[src/rtl/frac_clk_div_pkg.sv]
package frac_clk_div_pkg;
  // Strobes from the slot sequencer to the period datapath
  typedef struct packed {
    logic clear;    // hold counter at zero, outputs low
    logic useLong;  // current period is BASE+1 cycles
  } divStrobes_t;
endpackage

[src/rtl/frac_clk_div_ctrl.sv]
module frac_clk_div_ctrl
  import frac_clk_div_pkg::*;
#(
  parameter int GROUP_LEN = 3,
  parameter int NUM_LONG  = 2
) (
  input  logic        clk,
  input  logic        rst,
  input  logic        periodEnd,
  output divStrobes_t strobes
);
  localparam int SLOT_W = (GROUP_LEN > 1) ? $clog2(GROUP_LEN) : 1;
  localparam logic [SLOT_W-1:0] LAST_SLOT = SLOT_W'(GROUP_LEN - 1);
  localparam logic [SLOT_W:0]   LONG_LIM  = (SLOT_W+1)'(NUM_LONG);

  logic [SLOT_W-1:0] slotIdx;

  always_ff @(posedge clk) begin
    if (rst) begin
      slotIdx <= '0;
    end else if (periodEnd) begin
      if (slotIdx == LAST_SLOT) slotIdx <= '0;
      else                      slotIdx <= slotIdx + 1'b1;
    end
  end

  always_comb begin
    strobes.clear   = rst;
    strobes.useLong = ({1'b0, slotIdx} < LONG_LIM);
  end


  slot_wrap_chk: assert property (@(posedge clk) disable iff (rst)
    (periodEnd && slotIdx == LAST_SLOT) |=> (slotIdx == '0));


  slot_hold_chk: assert property (@(posedge clk) disable iff (rst)
    !periodEnd |=> $stable(slotIdx));


  slot_range_chk: assert property (@(posedge clk) disable iff (rst)
    slotIdx <= LAST_SLOT);
endmodule

[src/rtl/frac_clk_div_datapath.sv]
module frac_clk_div_datapath
  import frac_clk_div_pkg::*;
#(
  parameter int BASE  = 166666,
  parameter int CNT_W = 18
) (
  input  logic        clk,
  input  divStrobes_t strobes,
  output logic        periodEnd,
  output logic        waveOut,
  output logic        tickOut
);
  logic [CNT_W-1:0] cnt;
  logic [CNT_W-1:0] curLen;
  logic [CNT_W-1:0] halfLen;

  always_comb begin
    curLen    = CNT_W'(BASE) + {{(CNT_W-1){1'b0}}, strobes.useLong};
    halfLen   = curLen >> 1;
    periodEnd = !strobes.clear && (cnt == curLen - CNT_W'(1));
    waveOut   = !strobes.clear && (cnt < halfLen);
    tickOut   = !strobes.clear && (cnt == '0);
  end

  always_ff @(posedge clk) begin
    if (strobes.clear || periodEnd) cnt <= '0;
    else                            cnt <= cnt + 1'b1;
  end


  cnt_bound_chk: assert property (@(posedge clk) disable iff (strobes.clear)
    cnt < curLen);


  tick_follow_chk: assert property (@(posedge clk) disable iff (strobes.clear)
    periodEnd |=> tickOut);


  tick_single_chk: assert property (@(posedge clk) disable iff (strobes.clear)
    tickOut |=> !tickOut);


  wave_fall_chk: assert property (@(posedge clk) disable iff (strobes.clear)
    $fell(waveOut) |-> (cnt == halfLen));


  reset_clear_chk: assert property (@(posedge clk)
    strobes.clear |=> (cnt == '0));
endmodule

[src/rtl/frac_clk_div.sv]
module frac_clk_div
  import frac_clk_div_pkg::*;
#(
  parameter int REF_HZ    = 50_000_000,
  parameter int OUT_HZ    = 300,
  parameter int GROUP_LEN = 3
) (
  input  logic clk,
  input  logic rst,
  output logic waveOut,
  output logic tickOut
);
  localparam int BASE     = REF_HZ / OUT_HZ;
  localparam int NUM_LONG = ((REF_HZ % OUT_HZ) * GROUP_LEN) / OUT_HZ;
  localparam int CNT_W    = $clog2(BASE + 2);

  divStrobes_t strobes;
  logic        periodEnd;

  frac_clk_div_ctrl #(
    .GROUP_LEN(GROUP_LEN),
    .NUM_LONG (NUM_LONG)
  ) u_ctrl (
    .clk      (clk),
    .rst      (rst),
    .periodEnd(periodEnd),
    .strobes  (strobes)
  );

  frac_clk_div_datapath #(
    .BASE (BASE),
    .CNT_W(CNT_W)
  ) u_datapath (
    .clk      (clk),
    .strobes  (strobes),
    .periodEnd(periodEnd),
    .waveOut  (waveOut),
    .tickOut  (tickOut)
  );


  reset_quiet_chk: assert property (@(posedge clk)
    rst |-> (!waveOut && !tickOut));


  tick_high_chk: assert property (@(posedge clk) disable iff (rst)
    tickOut |-> waveOut);
endmodule

[config.mk]
export PLATFORM = sky130hd
export DESIGN_NAME = frac_clk_div
export DESIGN_NICKNAME = d
export VERILOG_FILES = /design/src/rtl/frac_clk_div_pkg.sv /design/src/rtl/frac_clk_div_ctrl.sv /design/src/rtl/frac_clk_div_datapath.sv /design/src/rtl/frac_clk_div.sv
export SDC_FILE = /design/constraint.sdc
export NUM_CORES = 1
export LEC_CHECK = 0
export ABC_AREA = 1
export BUFFER_PORTS_ARGS = -buffer_cell sky130_fd_sc_hd__buf_4
export CAP_MARGIN = 40
export CORE_MARGIN = 5
export CORE_UTILIZATION = 40
export CTS_CLUSTER_DIAMETER = 30
export DETAILED_ROUTE_END_ITERATION = 8
export PLACE_DENSITY = 0.56
export SLEW_MARGIN = 0
export SYNTH_ARGS = -nofsm -noshare
export SYNTH_HDL_FRONTEND = slang
export SYNTH_SLANG_ARGS = --single-unit
[constraint.sdc]
create_clock -name clk -period 1.5 [get_ports clk]
set_input_delay 0.15 -clock clk [delete_from_list [all_inputs] [get_ports clk]]
set_output_delay 0.15 -clock clk [all_outputs]
set_load 0.02 [all_outputs]
# --- Word level (Yosys, flattened, before mapping) ---
# Index checks and enable logic that the tools add are counted.
word_totals:
  output_inout_bits: 2
  memories: 0
  input_bits: 2
  romBits: 0
  ram_bits: 0
  wordCells: 17
  regBits: 20
  latch_bits: 0
classes:
  bitwise_logic: 0
  order_cmp: 2
  muxes: 1
  addsub: 4
  shift: 0
  div_mod_pow: 0
  mul: 0
  eq_ne: 2
  n_reduce_logical: 6
ops:
  columns: ["operator", "count"]
  rows:
  - ["$add 18x1->18 const A", 1]
  - ["$add 18x1->18 const B", 1]
  - ["$eq 18x18->1", 1]
  - ["$logic_not 18->1", 1]
  - ["$lt 18x17->1", 1]
  - ["$sub 18x1->18 const B", 1]
  - ["$logic_and 1x1->1", 3]
  - ["$add 2x1->2 const B", 1]
  - ["$eq 2x2->1 const B", 1]
  - ["$lt 2x2->1 const B", 1]
  - ["$mux 2", 1]
  - ["$logic_not 1->1", 1]
  - ["$logic_or 1x1->1", 1]

# --- Depth between registers and ports, before layout ---
# Gate-level depths: netlist of the first run.
logic_depth:
  word_depth: 6
  depth_mapped: 8

# --- Hierarchy ---
# Synthesis of the first run repeated with hierarchy kept, for this count alone.
unflattened:
  cells_unflattened: 189
  hier_area_um2: 1251.2
modules_own_cells:
  columns: ["mod", "cells_per_inst", "instances", "area_each_um2", "seq_area_each_um2"]
  rows:
  - ["frac_clk_div_datapath", 176, 1, 1158.6, 360.3]
  - ["frac_clk_div_ctrl", 13, 1, 92.6, 40.0]

# --- Least setup slack after synthesis of the first run ---
# OpenSTA, ideal clock, no wires.
synth_path:
  path_type: "reg2reg"
  startpoint: "register u_datapath.cnt[0]"
  endpoint: "register u_datapath.cnt[10]"
  setup_slack_ns: 0.232
  path_stages_with_launch: 7
  t_arrival_ns: 1.152
  path_cell_list: "dfxtp_1 > ha_1 > nand3_1 > nor2_1 > nand2_1 > xor2_1 > nor2_1"
synth_via:
  elab_chain_len: 3
synth_rtl:
  columns: ["item", "line_no", "rtl"]
  rows:
  - ["from (decl)", "frac_clk_div_datapath.sv:13", "logic [CNT_W-1:0] cnt;"]
  - ["from (signal assigned)", "frac_clk_div_datapath.sv:27", "else cnt <= cnt + 1'b1;"]
  - ["parallel branches: the longest is 3 deep, another holds $add 18x1->18", null, null]
# Parallel ways; which one is timed is not known.
# A chain may end at the register's enable or synchronous reset.

# --- Final worst setup path of the first run ---
layout_path:
  startpoint: "register u_datapath.cnt[8]"
  endpoint: "output tickOut"
layout_via:
  elab_chain_len: 2
layout_rtl:
  columns: ["item", "line_no", "rtl"]
  rows:
  - ["$logic_not 18->1", "frac_clk_div_datapath.sv:22", "tickOut = !strobes.clear && (cnt == '0);"]
  - ["$logic_and 1x1->1", "frac_clk_div_datapath.sv:22", null]
  - ["to (decl)", "frac_clk_div.sv:11", "output logic tickOut"]
# No other way between the ends.

==> out/metrics.yaml, run 1 <==
leakagePower_nw: 0.649
synthCells: 193
synth-compound-area-share_pct: 2.04
chipWidth_microns: 65.4
slowest_stage: "dfxtp_4"
synth_most_common_cell: "nor2_1"
die-area_sq_mm: 0.00427
slew_violations: 0
clk_pin_slew_worst_paths_ns: 0.12
synth_edf_count: 0
power_mw: 0.956
die_h_microns: 65.4
synth.ff_latch_count: 20
critical_path.endpoint_type: "output port"
powerDensity_mw_per_mm2: 615
antenna_cells: 0
min_path_type: "in2reg"
cts.sinks: 20
yosysTopAreaCell: "dfxtp_1"
grt_pass1_wl_microns: 4860
p_clk_share_pct: 33.3
dp_hpwl_microns: 2160
grt-ovfl-total: 0
drv_cap: 0
cp_cell_sequence: "nor4_1 > and3_1 > buf_6"
synth_top_family_by_area: "simple AND/OR/NAND/NOR gates"
hold_buffers: 0
async_flop_share_pct: 0
gr-usage-all-layers_pct: 14.7
tightest_slew_ns: 0.336
synth_area_leaders: "dfxtp_1 33%, nor2_1 16%, nand2_1 13%, xor2_1 7.9%, nand3_1 7.8%"
setup_tns_ns: -0.141
rsz0062_at_grt: "yes"
crit_required_ns: 1.35
numCtsBuffers: 3
yosysWarnings: 0
synthXorXnorAreaFrac_pct: 9.29
instances_no_fill: 245
cts_buffer_depth: 2
drt_pre_antenna_iters: 4
drive_above_1_share_pct: 28.8
yosysTopAreaCellShare_pct: 32.7
period_share_pct: 107
via_count: 1257
drt-initial-drc-count: 60
synthAdderAreaFrac_pct: 3.06
final-setup-viol-count: 2
swShare_pct: 24.2
cp.arrival_ns: 1.45
status: "complete, but fails checks"
gp_congestion: 0.956
slew_headroom_pct: 77.4
ys_types: 20
cellInternalPower_mw: 0.725
synth.area.mux_share_pct: 0
p_seq_share_pct: 56.6
ant_nets: 0
fin_ws_ns: -0.104
syn_to_final_growth_pct: 26.7
combinationalPowerShare_pct: 10.1
initial_core_util_pct: 40.8
hold_viol: 0
p_switching_mw: 0.231
numPortBuffers: 3
fin_skew_ns: 0.00850
startpoint_type: "register"
rows: 20
violations: "setup timing"
antenna_found_initial: 0
syn_area_per_cell_sq_um: 6.35
grt_pass1_vias: 1078
ioPinCount: 4
syn_area_sq_mm: 0.00123
synth_commonest_cells: "51 x nor2_1, 41 x nand2_1, 24 x inv_1"
path_class: "reg2out"
yosys.area_share.simple_pct: 43.6
wirelength_microns: 3100
placed_cells: 231
clock_latency_ns: 0.30
ys_seq_area_share_pct: 32.7
syn_nets: 198
grt_max_degree: 19
nets: 218
synth_ff_type: "dfxtp_1"
cts_root_buf: "clkbuf_4"
core-area_sq_mm: 0.00300
cts_tree: "done"
period_minus_slack_ns: 1.60
max_stage_delay_ns: 0.40
drcViolationCount: 0
whs_ns: 0.290
path_max_fanout: 6
fmax_ghz: 0.623
ctsHtreeMaxLevel: 1
ir_worst_vdd_uv: 344
detail_route.wl_per_cell_microns: 12.7
via_per_inst: 5.13
path summary, 6_finish.rpt:
path	from	end	slack, ns	cells after the start
worst min-delay path	rst	u_ctrl.slotIdx[0]	0.29	5
worst min register to register	u_ctrl.slotIdx[0]	u_ctrl.slotIdx[0]	0.50	2
worst max-delay path	u_datapath.cnt[8]	tickOut	-0.10	3
worst max register to register	u_datapath.cnt[0]	u_datapath.cnt[0]	0.10	7
power by group through the flow:
stage / clock (mW) / sequential (mW) / combinational, mW
floorplan: 0 / 0.554 / 0.0539
global placement: 0 / 0.559 / 0.0677
detailed placement: 0 / 0.560 / 0.0685
CTS: 0.331 / 0.541 / 0.0873
global route: 0.379 / 0.542 / 0.104
finish: 0.318 / 0.541 / 0.0969
critical path, delay by kind of cell, from the launching register on:
kind,cells,cell delay [ns]
buffers and inverters,1,0.13
flip-flops,1,0.40
AND/OR/NAND/NOR,2,0.62
cells by family after synthesis:
logic type      count (synthesis)
simple gates                  125
buf+inv                        28
flops                          20
xor+xnor                       13
compound gates                  4
fa+ha+maj                       3
what timing repair did:
| item | 4_1_cts | 5_1_grt |
|---|---|---|
| endpoints found under the setup margin | 2 | 13 |
| buffers inserted | 5 | 5 |
| gates resized for setup | 32 | 19 |
| hold endpoints to repair | 0 | 0 |
| pin swaps | 6 | 6 |
registers in the layout, summed over array words and instances, names as in the netlist:
register / flops
u_datapath.cnt: 18
u_ctrl.slotIdx: 2
final cells by class:
type | instances | area [sq um]
Fill cell | 301 | 1450
Inverter | 25 | 93.8
Multi-Input combinational cell | 145 | 811
Sequential cell | 20 | 429
Tap cell | 33 | 41.3
Timing Repair Buffer | 18 | 143
Clock buffer | 4 | 36.3
stage by stage:
stage | area [sq um] | worst slack, ns | util [%]
detailed placement | 1310 | 0.0836 | 43.5
finish | 1550 | -0.104 | 51.7
global route | 1550 | -0.141 | 51.7
floorplan | 1230 | 0.232 | -
global placement | 1310 | 0.0991 | 43.5
CTS | 1450 | -0.0443 | 48.2
layout by cell type (no fill, tap or decap), types with 3 or more instances in the layout:
| cell | count |
|---|---|
| nand4_1 | 6 |
| dfxtp_4 | 4 |
| buf_4 | 16 |
| nor2_1 | 43 |
| inv_2 | 6 |
| nand2_1 | 37 |
| nand3_1 | 17 |
| nor2_4 | 6 |
| nand2_2 | 3 |
| dfxtp_2 | 11 |
| inv_1 | 19 |
| clkbuf_4 | 3 |
| xor2_1 | 11 |
| dfxtp_1 | 5 |
layer usage:
layer	GRT usage, %	vias to the layer above	share of wire, %
li1	-	641	-
met2	24.1	36	49
met1	18.8	572	44
met3	2.56	8	5.4
met4	6.74	0	1.6
met5	0	-	0
Power figures use the tool's default switching activity.
==> run 2, diff against run 1 <==
--- a/config.mk
+++ b/config.mk
@@ -5,15 +5,16 @@
 export SDC_FILE = /design/constraint.sdc
 export NUM_CORES = 1
 export LEC_CHECK = 0
-export ABC_AREA = 1
+export ABC_AREA = 0
 export BUFFER_PORTS_ARGS = -buffer_cell sky130_fd_sc_hd__buf_4
 export CAP_MARGIN = 40
 export CORE_MARGIN = 5
 export CORE_UTILIZATION = 40
 export CTS_CLUSTER_DIAMETER = 30
 export DETAILED_ROUTE_END_ITERATION = 8
-export PLACE_DENSITY = 0.56
-export SLEW_MARGIN = 0
+export MAX_ROUTING_LAYER = met4
+export PLACE_DENSITY = 0.57
+export SLEW_MARGIN = 10
 export SYNTH_ARGS = -nofsm -noshare
 export SYNTH_HDL_FRONTEND = slang
 export SYNTH_SLANG_ARGS = --single-unit
==> run 2 against run 1 <==
- the run still ends with setup timing left
- die area down 15%
- sequential power about the same
- total power fell by 3.4%
- synthesized cell count down 37%
- critical endpoint is now u_ctrl.slotIdx[1]
- global-route usage rose by 1.5 points
- critical path type is now reg2reg
- routed wire length down 19%
- sequential share of layout area rose by 0.87 points
- setup slack got worse by 0.22 ns
- non-clock buffer count up 21
- maximum frequency is 12% lower
==> out/metrics.yaml, run 2 <==
status: "complete, but fails checks"
violations: "setup timing"
wirelength_microns: 2510  # -19%
die-area_sq_mm: 0.00364  # -15%
whs_ns: 0.0281  # -0.261 ns
gr-usage-all-layers_pct: 16.2  # +1.5 points
drv_cap: 0  # unchanged
largest-register: "u_datapath.cnt"
cts.sinks: 20  # unchanged
grt_pass1_vias: 993  # -7.9%
via_count: 994  # -21%
largest_register_ff_count: 18  # unchanged
p_seq_share_pct: 58.9  # +2.3 points
synth_ff_type: "dfxtp_1"
combinationalPowerShare_pct: 13.0  # +2.9 points
via_per_inst: 5.26  # +2.5%
fin_ws_ns: -0.327  # -0.223 ns
min_path_type: "in2reg"
cp.arrival_ns: 2.07  # +0.62 ns
ys_types: 30  # +50%
nets: 166  # -24%
drt_pre_antenna_iters: 4  # unchanged
critical_path.endpoint_type: "register"
syn_to_final_growth_pct: 41.7
antenna_cells: 0  # unchanged
leakagePower_nw: 0.568  # -13%
cts_buffer_depth: 2  # unchanged
slew_violations: 0  # unchanged
syn_nets: 126  # -36%
rows: 18  # -10%
ys_seq_area_share_pct: 39.5  # +6.9 points
cellInternalPower_mw: 0.697  # -3.8%
placed_cells: 181  # -22%
ant_nets: 0  # unchanged
crit_start: "u_datapath.cnt[7]"
fmax_ghz: 0.547  # -12%
drcViolationCount: 0  # unchanged
cts_root_buf: "clkbuf_4"
chipWidth_microns: 60.3  # -7.7%
tightest_slew_ns: 0.292  # -0.0436 ns
post-route-util_pct: 58.5  # +6.8 points
clock_latency_ns: 0.30  # about the same
crit_required_ns: 1.75  # +0.40 ns
path_max_fanout: 3  # -3
period_minus_slack_ns: 1.83  # +0.223 ns
multi_input_comb_area_sq_um: 632  # -22%
instances_no_fill: 189  # -23%
synthCells: 121  # -37%
gp_congestion: 0.869  # -9.0%
synth_edf_count: 0  # unchanged
cts_tree: "done"
period_share_pct: 122  # +15 points
powerDensity_mw_per_mm2: 643  # +4.5%
synth_commonest_cells: "20 x dfxtp_1, 16 x nor2_1, 9 x nand3_1"
yosysTopAreaCell: "dfxtp_1"
p_switching_mw: 0.226  # -2.1%
core-area_sq_mm: 0.00245  # -18%
initial_core_util_pct: 41.3  # +0.45 points
numPortBuffers: 3  # unchanged
grt_max_degree: 19  # unchanged
swShare_pct: 24.5  # +0.32 points
startpoint_type: "register"
slew_headroom_pct: 80.3  # +2.9 points
async_flop_share_pct: 0  # unchanged
register_area_sq_um: 409  # -4.7%
grt-ovfl-total: 0  # unchanged
grt_pass1_wl_microns: 4300  # -12%
power_mw: 0.923  # -3.4%
hold_viol: 0  # unchanged
min_from: "rst"
die_h_microns: 60.3  # -7.7%
syn_area_sq_mm: 0.00101  # -17%
ir_worst_vdd_uv: 509  # +48%
setup_tns_ns: -5.60  # -5.46 ns
dp_hpwl_microns: 1870  # -13%
syn_area_per_cell_sq_um: 8.38  # +32%
clk_pin_slew_worst_paths_ns: 0.11  # about the same
synth_most_common_cell: "dfxtp_1"
layout_commonest_cell: "buf_4"
yosysWarnings: 0  # unchanged
drt-initial-drc-count: 30  # -50%
final_cell_mix: "35 x buf_4, 16 x nor2_1, 13 x dfxtp_1, 9 x nand3_1, 8 x xor2_1"
yosysTopAreaCellShare_pct: 39.5  # +6.9 points
fin_skew_ns: 0.00477  # -0.00372 ns
rsz0062_at_grt: "yes"
reg2reg_from: "u_datapath.cnt[7]"
antenna_found_initial: 0  # unchanged
synth_area_leaders: "dfxtp_1 40%, xor2_1 6.9%, nor2_1 5.9%, nand3_1 4.4%, ha_1 3.7%"
drive_above_1_share_pct: 40.3  # +11 points
nFillCells: 229  # -24%
largestRegisters: "u_datapath.cnt (18), u_ctrl.slotIdx (2)"
ctsHtreeMaxLevel: 1  # unchanged
numCtsBuffers: 3  # unchanged
synth.ff_latch_count: 20  # unchanged
final-setup-viol-count: 22  # +20
detail_route.wl_per_cell_microns: 13.3  # +5.0%
ioPinCount: 4  # unchanged
path_class: "reg2reg"
p_clk_share_pct: 28.2  # -5.1 points
hold_buffers: 0  # unchanged
## run 2: cell types whose count changed after synthesis, sizes merged, moves of 3 or more
| cell | previous run | this run |
|---|---|---|
| nand2 | 42 | 7 |
| nor2 | 51 | 16 |
| inv | 25 | 5 |
| nand3 | 19 | 9 |
| or4 | 0 | 6 |
| a21oi | 1 | 6 |
| o21ai | 1 | 5 |
| and3 | 1 | 4 |
| clkbuf | 0 | 3 |
| xor2 | 11 | 8 |
## run 2: logic make-up (layout without fill, tap and decap cells)
| logic type | after synthesis | after routing | share of synthesized area, % |
|---|---|---|---|
| buffers and inverters | 9 | 47 | 3.46 |
| flip-flops | 20 | 20 | 39.5 |
| adder cells (fa/ha/maj) | 3 | 3 | 3.70 |
| XOR/XNOR | 12 | 12 | 10.4 |
| AND/OR/NAND/NOR | 60 | 60 | 32.5 |
| AO/OA/AOI/OAI | 17 | 17 | 10.5 |
## run 2: final timing paths
path / endpoint / slack [ns] / depth (start not counted)
worst min register to register: u_datapath.cnt[17] / 0.52 / 2
worst max-delay path: u_ctrl.slotIdx[1] / -0.33 / 4
worst min-delay path: u_ctrl.slotIdx[0] / 0.03 / 2
worst max register to register: u_ctrl.slotIdx[1] / -0.33 / 4
## run 2: critical path, stage by stage (launching register included)
cell	delay (ns)
dfxtp_2	0.34
or4_4	0.53
a211o_1	0.27
or4_4	0.49
a21oi_2	0.13
## run 2: timing repair
| item | 4_1_cts | 5_1_grt |
|---|---|---|
| pin swaps | 5 | 5 |
| gates resized for setup | 13 | 7 |
| buffers inserted | 5 | 0 |
| gates cloned | 0 | 0 |
| endpoints found under the setup margin | 22 | 22 |
## run 2: final cells by class
cell class | instances | share of cell area [%]
Clock buffer | 3 | 1.57
Timing Repair Buffer | 39 | 22.0
Multi-Input combinational cell | 92 | 44.0
Tap cell | 30 | 2.61
Inverter | 5 | 1.31
Sequential cell | 20 | 28.5
## run 2: power groups by stage
stage	Clock (mW)	Combinational, mW	Sequential [mW]
2_1_floorplan	0	0.0495	0.559
3_3_place_gp	0	0.102	0.553
3_5_place_dp	0	0.104	0.554
4_1_cts	0.266	0.117	0.543
5_1_grt	0.286	0.129	0.544
6_report	0.260	0.120	0.543
## run 2: per-layer routing
| metal | vias to the layer above | GRT usage (%) | part of all wire (%) |
|---|---|---|---|
| met5 | - | - | 0 |
| met4 | 0 | 3.80 | 1.3 |
| met3 | 5 | 4.47 | 3.2 |
| met2 | 11 | 26.2 | 48 |
| met1 | 463 | 20.1 | 48 |
| li1 | 515 | - | - |
## run 2: through the flow
stage	cell area, sq um	setup WS [ns]
after floorplan	1030	-0.294
after global placement	1310	-0.229
after detailed placement	1310	-0.276
after CTS	1410	-0.334
after global routing	1440	-0.390
final	1440	-0.327
